--- src/rtl/refsel_pkg.sv ---
package refsel_pkg;

    localparam int LED_W = 3;

    typedef enum logic [1:0] {
        SRC_NONE = 2'd0,
        SRC_INT  = 2'd1,
        SRC_EXT  = 2'd2
    } src_e;

    localparam logic [LED_W-1:0] LED_BOOT = 3'b110;
    localparam logic [LED_W-1:0] LED_INT  = 3'b101;
    localparam logic [LED_W-1:0] LED_EXT  = 3'b011;
    localparam logic [LED_W-1:0] LED_DARK = 3'b000;

    typedef struct packed {
        logic             sel_ext;
        logic             pps_int;
        logic [LED_W-1:0] led;
        logic             req;
    } out_t;

    typedef struct packed {
        logic primed;
        logic last_sw;
        logic last_ext;
    } trig_t;

endpackage

--- src/rtl/refsel_sync.sv ---
module refsel_sync #(
    parameter int STAGES = 2
) (
    input  logic clk,
    input  logic rst_n,
    input  logic async_i,
    output logic sync_o,
    output logic valid_o
);
    logic [STAGES-1:0] shift_d, shift_q;
    logic [STAGES-1:0] fill_d, fill_q;

    always_comb begin
        shift_d = {shift_q[STAGES-2:0], async_i};
        fill_d  = {fill_q[STAGES-2:0], 1'b1};
    end

    always_ff @(posedge clk or negedge rst_n) begin
        if (!rst_n) begin
            shift_q <= '0;
            fill_q  <= '0;
        end else begin
            shift_q <= shift_d;
            fill_q  <= fill_d;
        end
    end

    assign sync_o  = shift_q[STAGES-1];
    assign valid_o = fill_q[STAGES-1];
endmodule

--- src/rtl/refsel_trigger.sv ---
module refsel_trigger
    import refsel_pkg::*;
(
    input  logic clk,
    input  logic rst_n,
    input  logic sw_i,
    input  logic sw_valid_i,
    input  logic ext_i,
    input  logic busy_i,
    output logic fire_o
);
    trig_t st_d, st_q;
    logic  differs;

    always_comb begin
        st_d    = st_q;
        differs = !st_q.primed || (sw_i != st_q.last_sw) || (ext_i != st_q.last_ext);
        fire_o  = sw_valid_i && differs && !busy_i;
        if (fire_o) begin
            st_d.primed   = 1'b1;
            st_d.last_sw  = sw_i;
            st_d.last_ext = ext_i;
        end
    end

    always_ff @(posedge clk or negedge rst_n) begin
        if (!rst_n) st_q <= '0;
        else        st_q <= st_d;
    end
endmodule

--- src/rtl/refsel_decide.sv ---
module refsel_decide
    import refsel_pkg::*;
(
    input  logic pref_ext_i,
    input  logic int_ok_i,
    input  logic ext_ok_i,
    output src_e src_o
);
    logic [1:0] order_ok;

    always_comb begin
        order_ok = pref_ext_i ? {ext_ok_i, int_ok_i} : {int_ok_i, ext_ok_i};
        if (order_ok[1])      src_o = pref_ext_i ? SRC_EXT : SRC_INT;
        else if (order_ok[0]) src_o = pref_ext_i ? SRC_INT : SRC_EXT;
        else                  src_o = SRC_NONE;
    end
endmodule

--- src/rtl/refsel_top.sv ---
module refsel_top
    import refsel_pkg::*;
#(
    parameter int SYNC_STAGES = 2
) (
    input  logic             clk,
    input  logic             rst_n,
    input  logic             pref_sw_i,
    input  logic             int_ok_i,
    input  logic             ext_ok_i,
    input  logic             prog_busy_i,
    output logic             sel_ext_o,
    output logic             prog_req_o,
    output logic             pps_sel_o,
    output logic [LED_W-1:0] led_o
);
    logic sw_s, sw_valid, fire;
    src_e src;
    out_t out_d, out_q;

    refsel_sync #(.STAGES(SYNC_STAGES)) u_sync (
        .clk     (clk),
        .rst_n   (rst_n),
        .async_i (pref_sw_i),
        .sync_o  (sw_s),
        .valid_o (sw_valid)
    );

    refsel_trigger u_trig (
        .clk        (clk),
        .rst_n      (rst_n),
        .sw_i       (sw_s),
        .sw_valid_i (sw_valid),
        .ext_i      (ext_ok_i),
        .busy_i     (prog_busy_i),
        .fire_o     (fire)
    );

    refsel_decide u_dec (
        .pref_ext_i (sw_s),
        .int_ok_i   (int_ok_i),
        .ext_ok_i   (ext_ok_i),
        .src_o      (src)
    );

    always_comb begin
        out_d     = out_q;
        out_d.req = 1'b0;
        if (fire) begin
            unique case (src)
                SRC_INT: begin
                    out_d.sel_ext = 1'b0;
                    out_d.pps_int = 1'b1;
                    out_d.led     = LED_INT;
                    out_d.req     = 1'b1;
                end
                SRC_EXT: begin
                    out_d.sel_ext = 1'b1;
                    out_d.pps_int = 1'b0;
                    out_d.led     = LED_EXT;
                    out_d.req     = 1'b1;
                end
                default: out_d.led = LED_DARK;
            endcase
        end
    end

    always_ff @(posedge clk or negedge rst_n) begin
        if (!rst_n) begin
            out_q.sel_ext <= 1'b0;
            out_q.pps_int <= 1'b1;
            out_q.led     <= LED_BOOT;
            out_q.req     <= 1'b0;
        end else begin
            out_q <= out_d;
        end
    end

    assign sel_ext_o  = out_q.sel_ext;
    assign pps_sel_o  = out_q.pps_int;
    assign led_o      = out_q.led;
    assign prog_req_o = out_q.req;
endmodule

--- config.mk ---
export PLATFORM = sky130hd
export DESIGN_NAME = refsel_top
export DESIGN_NICKNAME = d
export VERILOG_FILES = /design/src/rtl/refsel_pkg.sv /design/src/rtl/refsel_sync.sv /design/src/rtl/refsel_trigger.sv /design/src/rtl/refsel_decide.sv /design/src/rtl/refsel_top.sv
export SDC_FILE = /design/constraint.sdc
export NUM_CORES = 1
export LEC_CHECK = 0
export CAP_MARGIN = 0
export CORE_MARGIN = 2
export CORE_UTILIZATION = 40
export CTS_CLUSTER_DIAMETER = 150
export CTS_CLUSTER_SIZE = 25
export DETAILED_ROUTE_END_ITERATION = 12
export DONT_BUFFER_PORTS = 1
export PLACE_DENSITY_LB_ADDON = 0.25
export SLEW_MARGIN = 20
export SYNTH_ARGS = -nofsm -noshare
export SYNTH_HDL_FRONTEND = slang
export SYNTH_SLANG_ARGS = --single-unit
--- constraint.sdc ---
create_clock -name clk -period 1.6 [get_ports clk]
set_input_delay 0.24 -clock clk [delete_from_list [all_inputs] [get_ports clk]]
set_output_delay 0.24 -clock clk [all_outputs]
set_load 0.05 [all_outputs]
==> results.sh, run 1 <==
export IMPL_grt_first_pass_wirelength_mm=1.49
export IMPL_final_util=0.564
export IMPL_die_height_um=40.0
export IMPL_crit_path_start_kind="flip-flop"
export IMPL_maxSlewViolCount=0
export IMPL_multiInputGateArea_um2=199
export IMPL_fill_cells=102
export IMPL_drc_errors=0
export IMPL_pwr_share_seq=0.636
export IMPL_crit_buf_inv=2
export IMPL_yosysWarnings=0
export IMPL_grt_pass1_vias=338
export IMPL_setup_viol=2
export IMPL_leakage_nw=0.293
export IMPL_clockRootBuffer="clkbuf_4"
export IMPL_clk_latency_ns=0.27
export IMPL_syn_nets=46
export IMPL_comb_power_share=0.136
export IMPL_fin_cells=63
export IMPL_path_class="reg2reg"
export IMPL_cp_end_kind="flip-flop"
export IMPL_arrival_ns=1.77
export IMPL_dp_hpwl_um=607
export IMPL_cts_reportedPaths_clkPinSlew_ns=0.07
export IMPL_synth_common_cells="10 x dfrtp_1, 6 x inv_1, 3 x dfstp_2, 3 x mux2_2"
export IMPL_synth_avg_cell_area_um2=13.7
export IMPL_chipWidth_um=40.0
export IMPL_max_cap_violations=0
export IMPL_cts_tree="built"
export IMPL_dr_pass1_iters=2
export IMPL_synth_cell_area_um2=519
export IMPL_io_pins=12
export IMPL_grt_max_degree=14
export IMPL_start_util=0.449
export IMPL_violations="setup timing"
export IMPL_antenna_cells=0
export IMPL_hold_violations=0
export IMPL_numCtsBuffers=3
export IMPL_worst_pin_slew_ns=0.546
export IMPL_totalWireLength_um=892
export IMPL_rsz0062_at_grt="yes"
export IMPL_synthCells=38
export IMPL_ys_async_sr_fraction=1.00
export IMPL_viasPerCell=4.81
export IMPL_nNetsFinal=58
export IMPL_crit_fanout=3
export IMPL_yosysSeqAreaShare=0.634
export IMPL_worst_path_most_repeated_cell="inv_2"
export IMPL_cts_buffer_depth=2
export IMPL_seq_area_um2=329
export IMPL_ys_ff_latch=13
export IMPL_fin_skew_ns=0.00717
export IMPL_swShare=0.351
export IMPL_fin_crit_sh=1.01
export IMPL_clkSinkCount=13
export IMPL_hold_path_class="in2reg"
export IMPL_slowest_delay_ns=0.40
export IMPL_min_period_ns=1.62
export IMPL_min_from="ext_ok_i"
export IMPL_vias=303
export IMPL_placedCellCount=56
export IMPL_timing_fmax_mhz=618
export IMPL_crit_start="u_sync.shift_q[1]"
export IMPL_cts_htree_levels=1
export IMPL_cp_cell_sequence="inv_2 > a21boi_2 > inv_2 > ha_4 > a311oi_4 > mux2_4"
export IMPL_rows=12
export IMPL_p_switching_mw=0.296
export IMPL_area_growth_pct=25.5
export IMPL_fin_ws_ns=-0.0184
export IMPL_max_slew_margin_rel=0.635
export IMPL_core_area_um2=1160
export IMPL_crit_family="compound AO/OA/AOI/OAI gates"
export IMPL_r2r_start="u_sync.shift_q[1]"
export IMPL_drive_above_1_share=0.429
export IMPL_status="finished with violations"
export IMPL_p_per_area_nw_per_um2=1290
export IMPL_p_int_mw=0.547
export IMPL_required_ns=1.75
export IMPL_first_iter_violations=1
export IMPL_fin_setup_tns_ns=-0.0280
export IMPL_yosys_top_cells_area="dfrtp_1 48%, dfstp_2 15%, mux2_2 6.5%"
export IMPL_antenna_left=0
export IMPL_synth_edff_count=0
export IMPL_synth_top_area_share=0.482
export IMPL_slowest_stage="dfrtp_1"
export IMPL_dieArea_um2=1600
export IMPL_port_buffers=0
export IMPL_yosys_area_top_type="dfrtp_1"
export IMPL_ys_flop_type="dfrtp_1"
export IMPL_antenna_found_initial=0
export IMPL_gp_congestion=0.731
export IMPL_avgRoutedWirePerCell_um=14.2
export IMPL_ir_worst_vdd_mv=0.559
export IMPL_grt_ovfl_total=0
export IMPL_synth_cell_types=17
export IMPL_grt_usage=0.153
export IMPL_synth_most_common_cell="dfrtp_1"
export IMPL_power_frac_clock=0.228
[through the flow]
stage	hold slack, ns	cell area [um2]	total power, mW	setup WS [ns]
2_1_floorplan	-0.0556	523	0.605	-0.0724
3_3_place_gp	-0.0553	571	0.627	-0.0640
3_5_place_dp	-0.0553	571	0.632	-0.0928
4_1_cts	0.108	652	0.859	-0.0181
5_1_grt	0.110	652	0.892	-0.0945
6_report	0.125	652	0.843	-0.0184
[cell type report]
cell class / instances / area share
Tap cell: 14 / 0.0269
Timing Repair Buffer: 7 / 0.0883
Clock buffer: 4 / 0.0403
Sequential cell: 13 / 0.505
Multi-Input combinational cell: 19 / 0.305
Inverter: 6 / 0.0345
[sequential cells by signal (all words and copies together), names as in the netlist]
register and flops:
led_o 3, pps_sel_o 1, u_sync.shift_q 2, prog_req_o 1, u_trig.st_q 3, u_sync.fill_q 2, sel_ext_o 1
[metal layers]
layer / vias to the layer above / GRT usage / wire length, um
met3: 0 / 0.0778 / 58
met2: 9 / 0.266 / 489
met4: 0 / 0.0517 / 0
met5: - / 0 / 0
li1: 143 / - / -
met1: 151 / 0.157 / 345
[cell usage in the layout, fill, tap and decap left out]
cell / n
a21boi_2: 1
a21oi_2: 1
a311oi_4: 1
a31oi_1: 1
buf_4: 5
clkbuf_1: 1
clkbuf_4: 3
conb_1: 1
dfrtp_1: 10
dfstp_2: 3
dlygate4sd3_1: 2
ha_1: 1
ha_4: 1
inv_1: 4
inv_2: 2
mux2_2: 3
mux2_4: 1
mux2i_1: 1
nand2_1: 1
nand2b_1: 2
o21ai_0: 1
o21bai_1: 1
xnor2_1: 2
[power by group through the flow]
stage / sequential, mW / combinational [mW] / clock (mW)
2_1_floorplan: 0.536 / 0.0690 / 0
3_3_place_gp: 0.542 / 0.0850 / 0
3_5_place_dp: 0.544 / 0.0875 / 0
4_1_cts: 0.538 / 0.114 / 0.207
5_1_grt: 0.544 / 0.130 / 0.218
6_report: 0.537 / 0.115 / 0.192
[repair_timing]
action | CTS | global route
hold buffers | 2 | 0
setup endpoints to repair | 3 | 4
endpoints found under the hold margin | 14 | 0
buffers inserted | 1 | 0
gates resized for setup | 5 | 0
pin swaps | 2 | 0
gates cloned | 0 | 0
[worst paths after layout]
check	end	slack [ns]	cells past startpoint
setup / recovery	sel_ext_o	-0.02	6
hold / removal	u_trig.st_q[0]	0.13	1
setup reg to reg	sel_ext_o	-0.02	6
hold reg to reg	u_sync.shift_q[1]	0.35	0
max in group asynchronous	led_o[1]	0.83	1
min in group asynchronous	prog_req_o	0.39	1
[kinds of logic (layout without fill, tap and decap cells)]
logic type	count (synthesis)	after routing	share of synthesized area
AOI/OAI and AO/OA	6	6	0.0891
xor gates and xnor gates	2	2	0.0337
adders and majority gates	2	2	0.0482
buffers and inverters	6	17	0.0434
DFF	13	13	0.634
muxes	5	5	0.113
other	1	1	0.00722
and+or+nand+nor	3	3	0.0313
Power figures use the tool's default switching activity.
==> run 2: changes to the inputs <==
Clock period 1.6 ns to 1.58 ns, I/O delays scaled along.
==> run 2 against run 1 <==
Compared with the run above: the run now ends clean; first-iteration DRC count down 100%; fmax up 4.1%; non-clock buffer count up 1; critical path depth unchanged; register-to-register slack better by 0.04 ns; hold slack worse by 0.0082 ns; global-route usage up 0.74 points; final cell count up 1.6%; largest cell class unchanged; largest power group unchanged.
==> results.sh, run 2 (synthesized netlist as in run 1, its figures left out) <==
export IMPL_status="finished, final reports clean"
export IMPL_port_buffers=0
export IMPL_cts_tree="built"
export IMPL_cts_buffer_depth=2
export IMPL_drive_above_1_share=0.460
export IMPL_gp_congestion=0.719
export IMPL_layout_commonest_cell="dfrtp_1"
export IMPL_maxSlewViolCount=0
export IMPL_fin_setup_tns_ns=0
export IMPL_grt_first_pass_wirelength_mm=1.54
export IMPL_io_pins=12
export IMPL_setup_viol=0
export IMPL_grt_usage=0.161
export IMPL_fin_ws_ns=0.0259
export IMPL_seq_area_um2=329
export IMPL_grt_max_degree=14
export IMPL_final_util=0.576
export IMPL_viasPerCell=4.83
export IMPL_ir_worst_vdd_mv=0.662
export IMPL_avgRoutedWirePerCell_um=14.3
export IMPL_max_slew_margin_rel=0.629
export IMPL_crit_fanout=3
export IMPL_max_cap_violations=0
export IMPL_fin_worst_hold_slack_ns=0.117
export IMPL_start_util=0.449
export IMPL_drc_errors=0
export IMPL_path_class="reg2reg"
export IMPL_grt_pass1_vias=365
export IMPL_rows=12
export IMPL_first_iter_violations=0
export IMPL_fin_crit_sh=0.984
export IMPL_antenna_found_initial=0
export IMPL_finalPower_mw=0.865
export IMPL_antenna_cells=0
export IMPL_numCtsBuffers=3
export IMPL_core_area_um2=1160
export IMPL_area_growth_pct=28.2
export IMPL_required_ns=1.75
export IMPL_post_place_ws_ns=-0.0961
export IMPL_hold_path_class="in2reg"
export IMPL_dieArea_um2=1600
export IMPL_rsz0062_at_grt="yes"
export IMPL_fin_skew_ns=0.00833
export IMPL_timing_fmax_mhz=643
export IMPL_totalWireLength_um=916
export IMPL_chipWidth_um=40.0
export IMPL_clockRootBuffer="clkbuf_4"
export IMPL_leakage_nw=0.298
export IMPL_die_height_um=40.0
export IMPL_hold_violations=0
export IMPL_antenna_left=0
export IMPL_arrival_ns=1.72
export IMPL_cts_htree_levels=1
export IMPL_fill_cells=97
export IMPL_grt_ovfl_total=0
export IMPL_cp_end_kind="flip-flop"
export IMPL_worst_pin_slew_ns=0.555
export IMPL_p_per_area_nw_per_um2=1300
export IMPL_crit_path_start_kind="flip-flop"
export IMPL_dr_pass1_iters=1
export IMPL_dp_hpwl_um=660
export IMPL_cts_reportedPaths_clkPinSlew_ns=0.08
export IMPL_multiInputGateArea_um2=205
export IMPL_nNetsFinal=59
export IMPL_vias=309
export IMPL_final_cell_mix="10 x dfrtp_1, 6 x buf_4, 4 x inv_1"
export IMPL_clk_latency_ns=0.27
export IMPL_clkSinkCount=13
export IMPL_min_period_ns=1.55
-- run 2: cell types whose count changed in the layout (fill, tap and decap cells not counted) --
cell and change:
a31oi_2 +1, buf_4 +1, a31oi_1 -1
-- run 2: timing repair --
action | CTS | global route
hold endpoints to repair | 14 | 0
setup endpoints to repair | 3 | 4
hold buffers | 2 | 0
pin swaps | 2 | 0
gates resized for setup | 5 | 1
buffers inserted | 2 | 0
-- run 2: layout make-up --
type,count,area share
inverter,6,0.0338
sequential,13,0.494
clock buffer,4,0.0395
tap,14,0.0263
multi-input combinational,19,0.308
timing repair buffer,8,0.0977
-- run 2: per-stage QoR --
step,std cells,instance area [um2]
floorplan,38,523
global placement,56,571
detailed placement,56,571
CTS,64,659
global route,64,666
finish,64,666
-- run 2: worst paths after layout --
path                                   startpoint                end  slack [ns]  depth (start not counted)
worst max register to register  u_sync.shift_q[1]          sel_ext_o        0.03                          6
worst min-delay path                     ext_ok_i     u_trig.st_q[0]        0.12                          1
min in group asynchronous                   rst_n         prog_req_o        0.38                          1
worst min register to register  u_sync.shift_q[0]  u_sync.shift_q[1]        0.36                          0
worst max-delay path            u_sync.shift_q[1]          sel_ext_o        0.03                          6
max in group asynchronous                   rst_n           led_o[1]        0.82                          1
-- run 2: critical path, cell delays in order (launching register included) --
cell	delay (ns)
dfrtp_1	0.39
inv_2	0.06
a21boi_2	0.16
inv_2	0.06
ha_4	0.22
a311oi_4	0.24
mux2_4	0.32
-- run 2: where the power goes --
| part | leakage, nW | switching (mW) | total (mW) | internal, mW |
|---|---|---|---|---|
| Clock | 0.0150 | 0.102 | 0.199 | 0.0979 |
| Combinational | 0.133 | 0.0551 | 0.121 | 0.0659 |
| Sequential | 0.150 | 0.151 | 0.544 | 0.393 |
| Total | 0.298 | 0.308 | 0.865 | 0.557 |
-- run 2: metal layers --
layer  GRT usage  vias to the layer above  part of all wire
met5           0                        -                 0
met4      0.0776                        0             0.015
met1       0.147                      150              0.36
met3      0.0778                        2             0.067
li1            -                      146                 -
met2       0.290                       11              0.55
==> run 3: changes to the inputs <==
Settings changed: CTS_BUF_LIST from default to sky130_fd_sc_hd__clkbuf_16.
==> run 3 against run 2 <==
Compared with the run above: clock power increased by 130%; cell area increased by 6.4%; first-iteration DRC count increased by 2; non-clock buffer count decreased by 1; power increased by 30%; combinational power about the same; largest power group unchanged; highest routed layer is now met3.
==> results.sh, run 3 (synthesized netlist as in run 1, its figures left out) <==
export IMPL_nNetsFinal=58
export IMPL_cp_end_kind="flip-flop"
export IMPL_fill_cells=88
export IMPL_dp_hpwl_um=660
export IMPL_ir_worst_vdd_mv=0.874
export IMPL_r2r_start="u_sync.shift_q[1]"
export IMPL_fin_setup_tns_ns=0
export IMPL_final_cell_mix="10 x dfrtp_1, 6 x buf_4, 5 x inv_1"
export IMPL_grt_usage=0.163
export IMPL_antenna_left=0
export IMPL_worst_pin_slew_ns=0.557
export IMPL_layout_commonest_cell="dfrtp_1"
export IMPL_antenna_found_initial=0
export IMPL_antenna_cells=0
export IMPL_drive_above_1_share=0.469
export IMPL_cts_reportedPaths_clkPinSlew_ns=0.04
export IMPL_gp_congestion=0.719
export IMPL_use_met1=0.164
export IMPL_post_place_ws_ns=-0.0961
export IMPL_numCtsBuffers=3
export IMPL_arrival_ns=1.68
export IMPL_reg2reg_depth=4
export IMPL_met3_usage=0.0722
export IMPL_chipWidth_um=40.0
export IMPL_viasPerCell=4.68
export IMPL_timing_fmax_mhz=641
export IMPL_start_util=0.449
export IMPL_max_cap_violations=0
export IMPL_dr_pass1_iters=2
export IMPL_crit_path_start_kind="flip-flop"
export IMPL_cts_buffer_depth=2
export IMPL_fin_ws_ns=0.0203
export IMPL_grt_first_pass_wirelength_mm=1.54
export IMPL_first_iter_violations=2
export IMPL_avgRoutedWirePerCell_um=15.1
export IMPL_holdPathEnd="u_sync.shift_q[0]"
export IMPL_area_growth_pct=36.4
export IMPL_grt_busiest_layer="met2"
export IMPL_clk_latency_ns=0.24
export IMPL_required_ns=1.70
export IMPL_p_per_area_nw_per_um2=1590
export IMPL_reg2reg_to="sel_ext_o"
export IMPL_cts_htree_levels=1
export IMPL_cts_tree="built"
export IMPL_die_height_um=40.0
export IMPL_vias=295
export IMPL_grt_max_degree=14
export IMPL_r2r_slack_ns=0.02
export IMPL_totalWireLength_um=951
export IMPL_rows=12
export IMPL_io_pins=12
export IMPL_clockRootBuffer="clkbuf_16"
export IMPL_clkSinkCount=13
export IMPL_drc_errors=0
export IMPL_maxSlewViolCount=0
export IMPL_globalRouteMet2Util=0.282
export IMPL_rsz0062_at_grt="yes"
export IMPL_dieArea_um2=1600
export IMPL_hold_path_class="in2reg"
export IMPL_max_slew_margin_rel=0.628
export IMPL_grt_pass1_vias=353
export IMPL_min_from="pref_sw_i"
export IMPL_core_area_um2=1160
export IMPL_hold_depth=0
export IMPL_crit_fanout=3
export IMPL_status="finished, final reports clean"
export IMPL_path_class="reg2reg"
export IMPL_fin_crit_sh=0.987
export IMPL_port_buffers=0
export IMPL_leakage_nw=0.321
export IMPL_min_period_ns=1.56
export IMPL_hold_violations=0
export IMPL_fin_skew_ns=0.000778
export IMPL_setup_viol=0
export IMPL_grt_ovfl_total=0
==> run 3: cell types whose count changed in the layout (fill, tap and decap cells not counted) <==
cell,change
dlygate4sd3_1,-1
clkbuf_4,-3
clkbuf_1,-1
inv_1,+1
clkbuf_16,+3
==> run 3: worst max-delay path, cell delays in order, from the launching register on <==
cell and delay, ns:
dfrtp_1 0.40, a21oi_2 0.23, ha_4 0.24, a311oi_4 0.24, mux2_4 0.32
==> run 3: how the worst max path moves through the flow <==
stage                 startpoint   endpoint  slack [ns]  depth (start not counted)
4_1_cts        u_sync.shift_q[1]  sel_ext_o       0.009                          6
2_1_floorplan  u_sync.shift_q[1]  sel_ext_o       -0.09                          6
6_report       u_sync.shift_q[1]  sel_ext_o        0.02                          4
3_5_place_dp   u_sync.shift_q[1]  sel_ext_o        -0.1                          6
3_3_place_gp   u_sync.shift_q[1]  sel_ext_o       -0.05                          6
5_1_grt        u_sync.shift_q[1]  pps_sel_o       -0.06                          7
==> run 3: area by class of cell <==
class	instances	area (um2)	area share
clock buffer	3	75.1	0.106
clock inverter	1	3.75	0.00530
inverter	6	22.5	0.0318
timing repair buffer	7	55.1	0.0777
tap	14	17.5	0.0247
sequential	13	329	0.465
multi-input combinational	19	205	0.290
==> run 3: timing repair <==
item / CTS / global route
hold buffers: 1 / 0
pin swaps: 2 / 0
buffers inserted: 2 / 0
endpoints found under the setup margin: 3 / 4
endpoints found under the hold margin: 13 / 0
gates resized for setup: 5 / 1
==> run 3: per-layer routing <==
layer  wire length [um]  vias to the layer above
met5                  0                        -
met4                  0                        0
met3                 65                        0
met2                507                       11
met1                378                      141
li1                   -                      143
==> run 3: metrics by stage <==
stage | power, mW | area (um2) | utilization | instances | hold WS [ns]
after floorplan | 0.613 | 523 | - | 38 | -0.0586
after global placement | 0.636 | 571 | 0.494 | 56 | -0.0583
after detailed placement | 0.642 | 571 | 0.494 | 56 | -0.0583
after CTS | 1.13 | 702 | 0.607 | 63 | 0.0244
after global routing | 1.18 | 708 | 0.613 | 63 | 0.0183
final | 1.13 | 708 | 0.613 | 63 | 0.0258
==> run 3: power breakdown <==
| part | internal, mW | switching, mW | total (mW) |
|---|---|---|---|
| logic | 0.0643 | 0.0553 | 0.120 |
| clock network | 0.333 | 0.129 | 0.461 |
| registers | 0.395 | 0.151 | 0.546 |
| total | 0.792 | 0.334 | 1.13 |
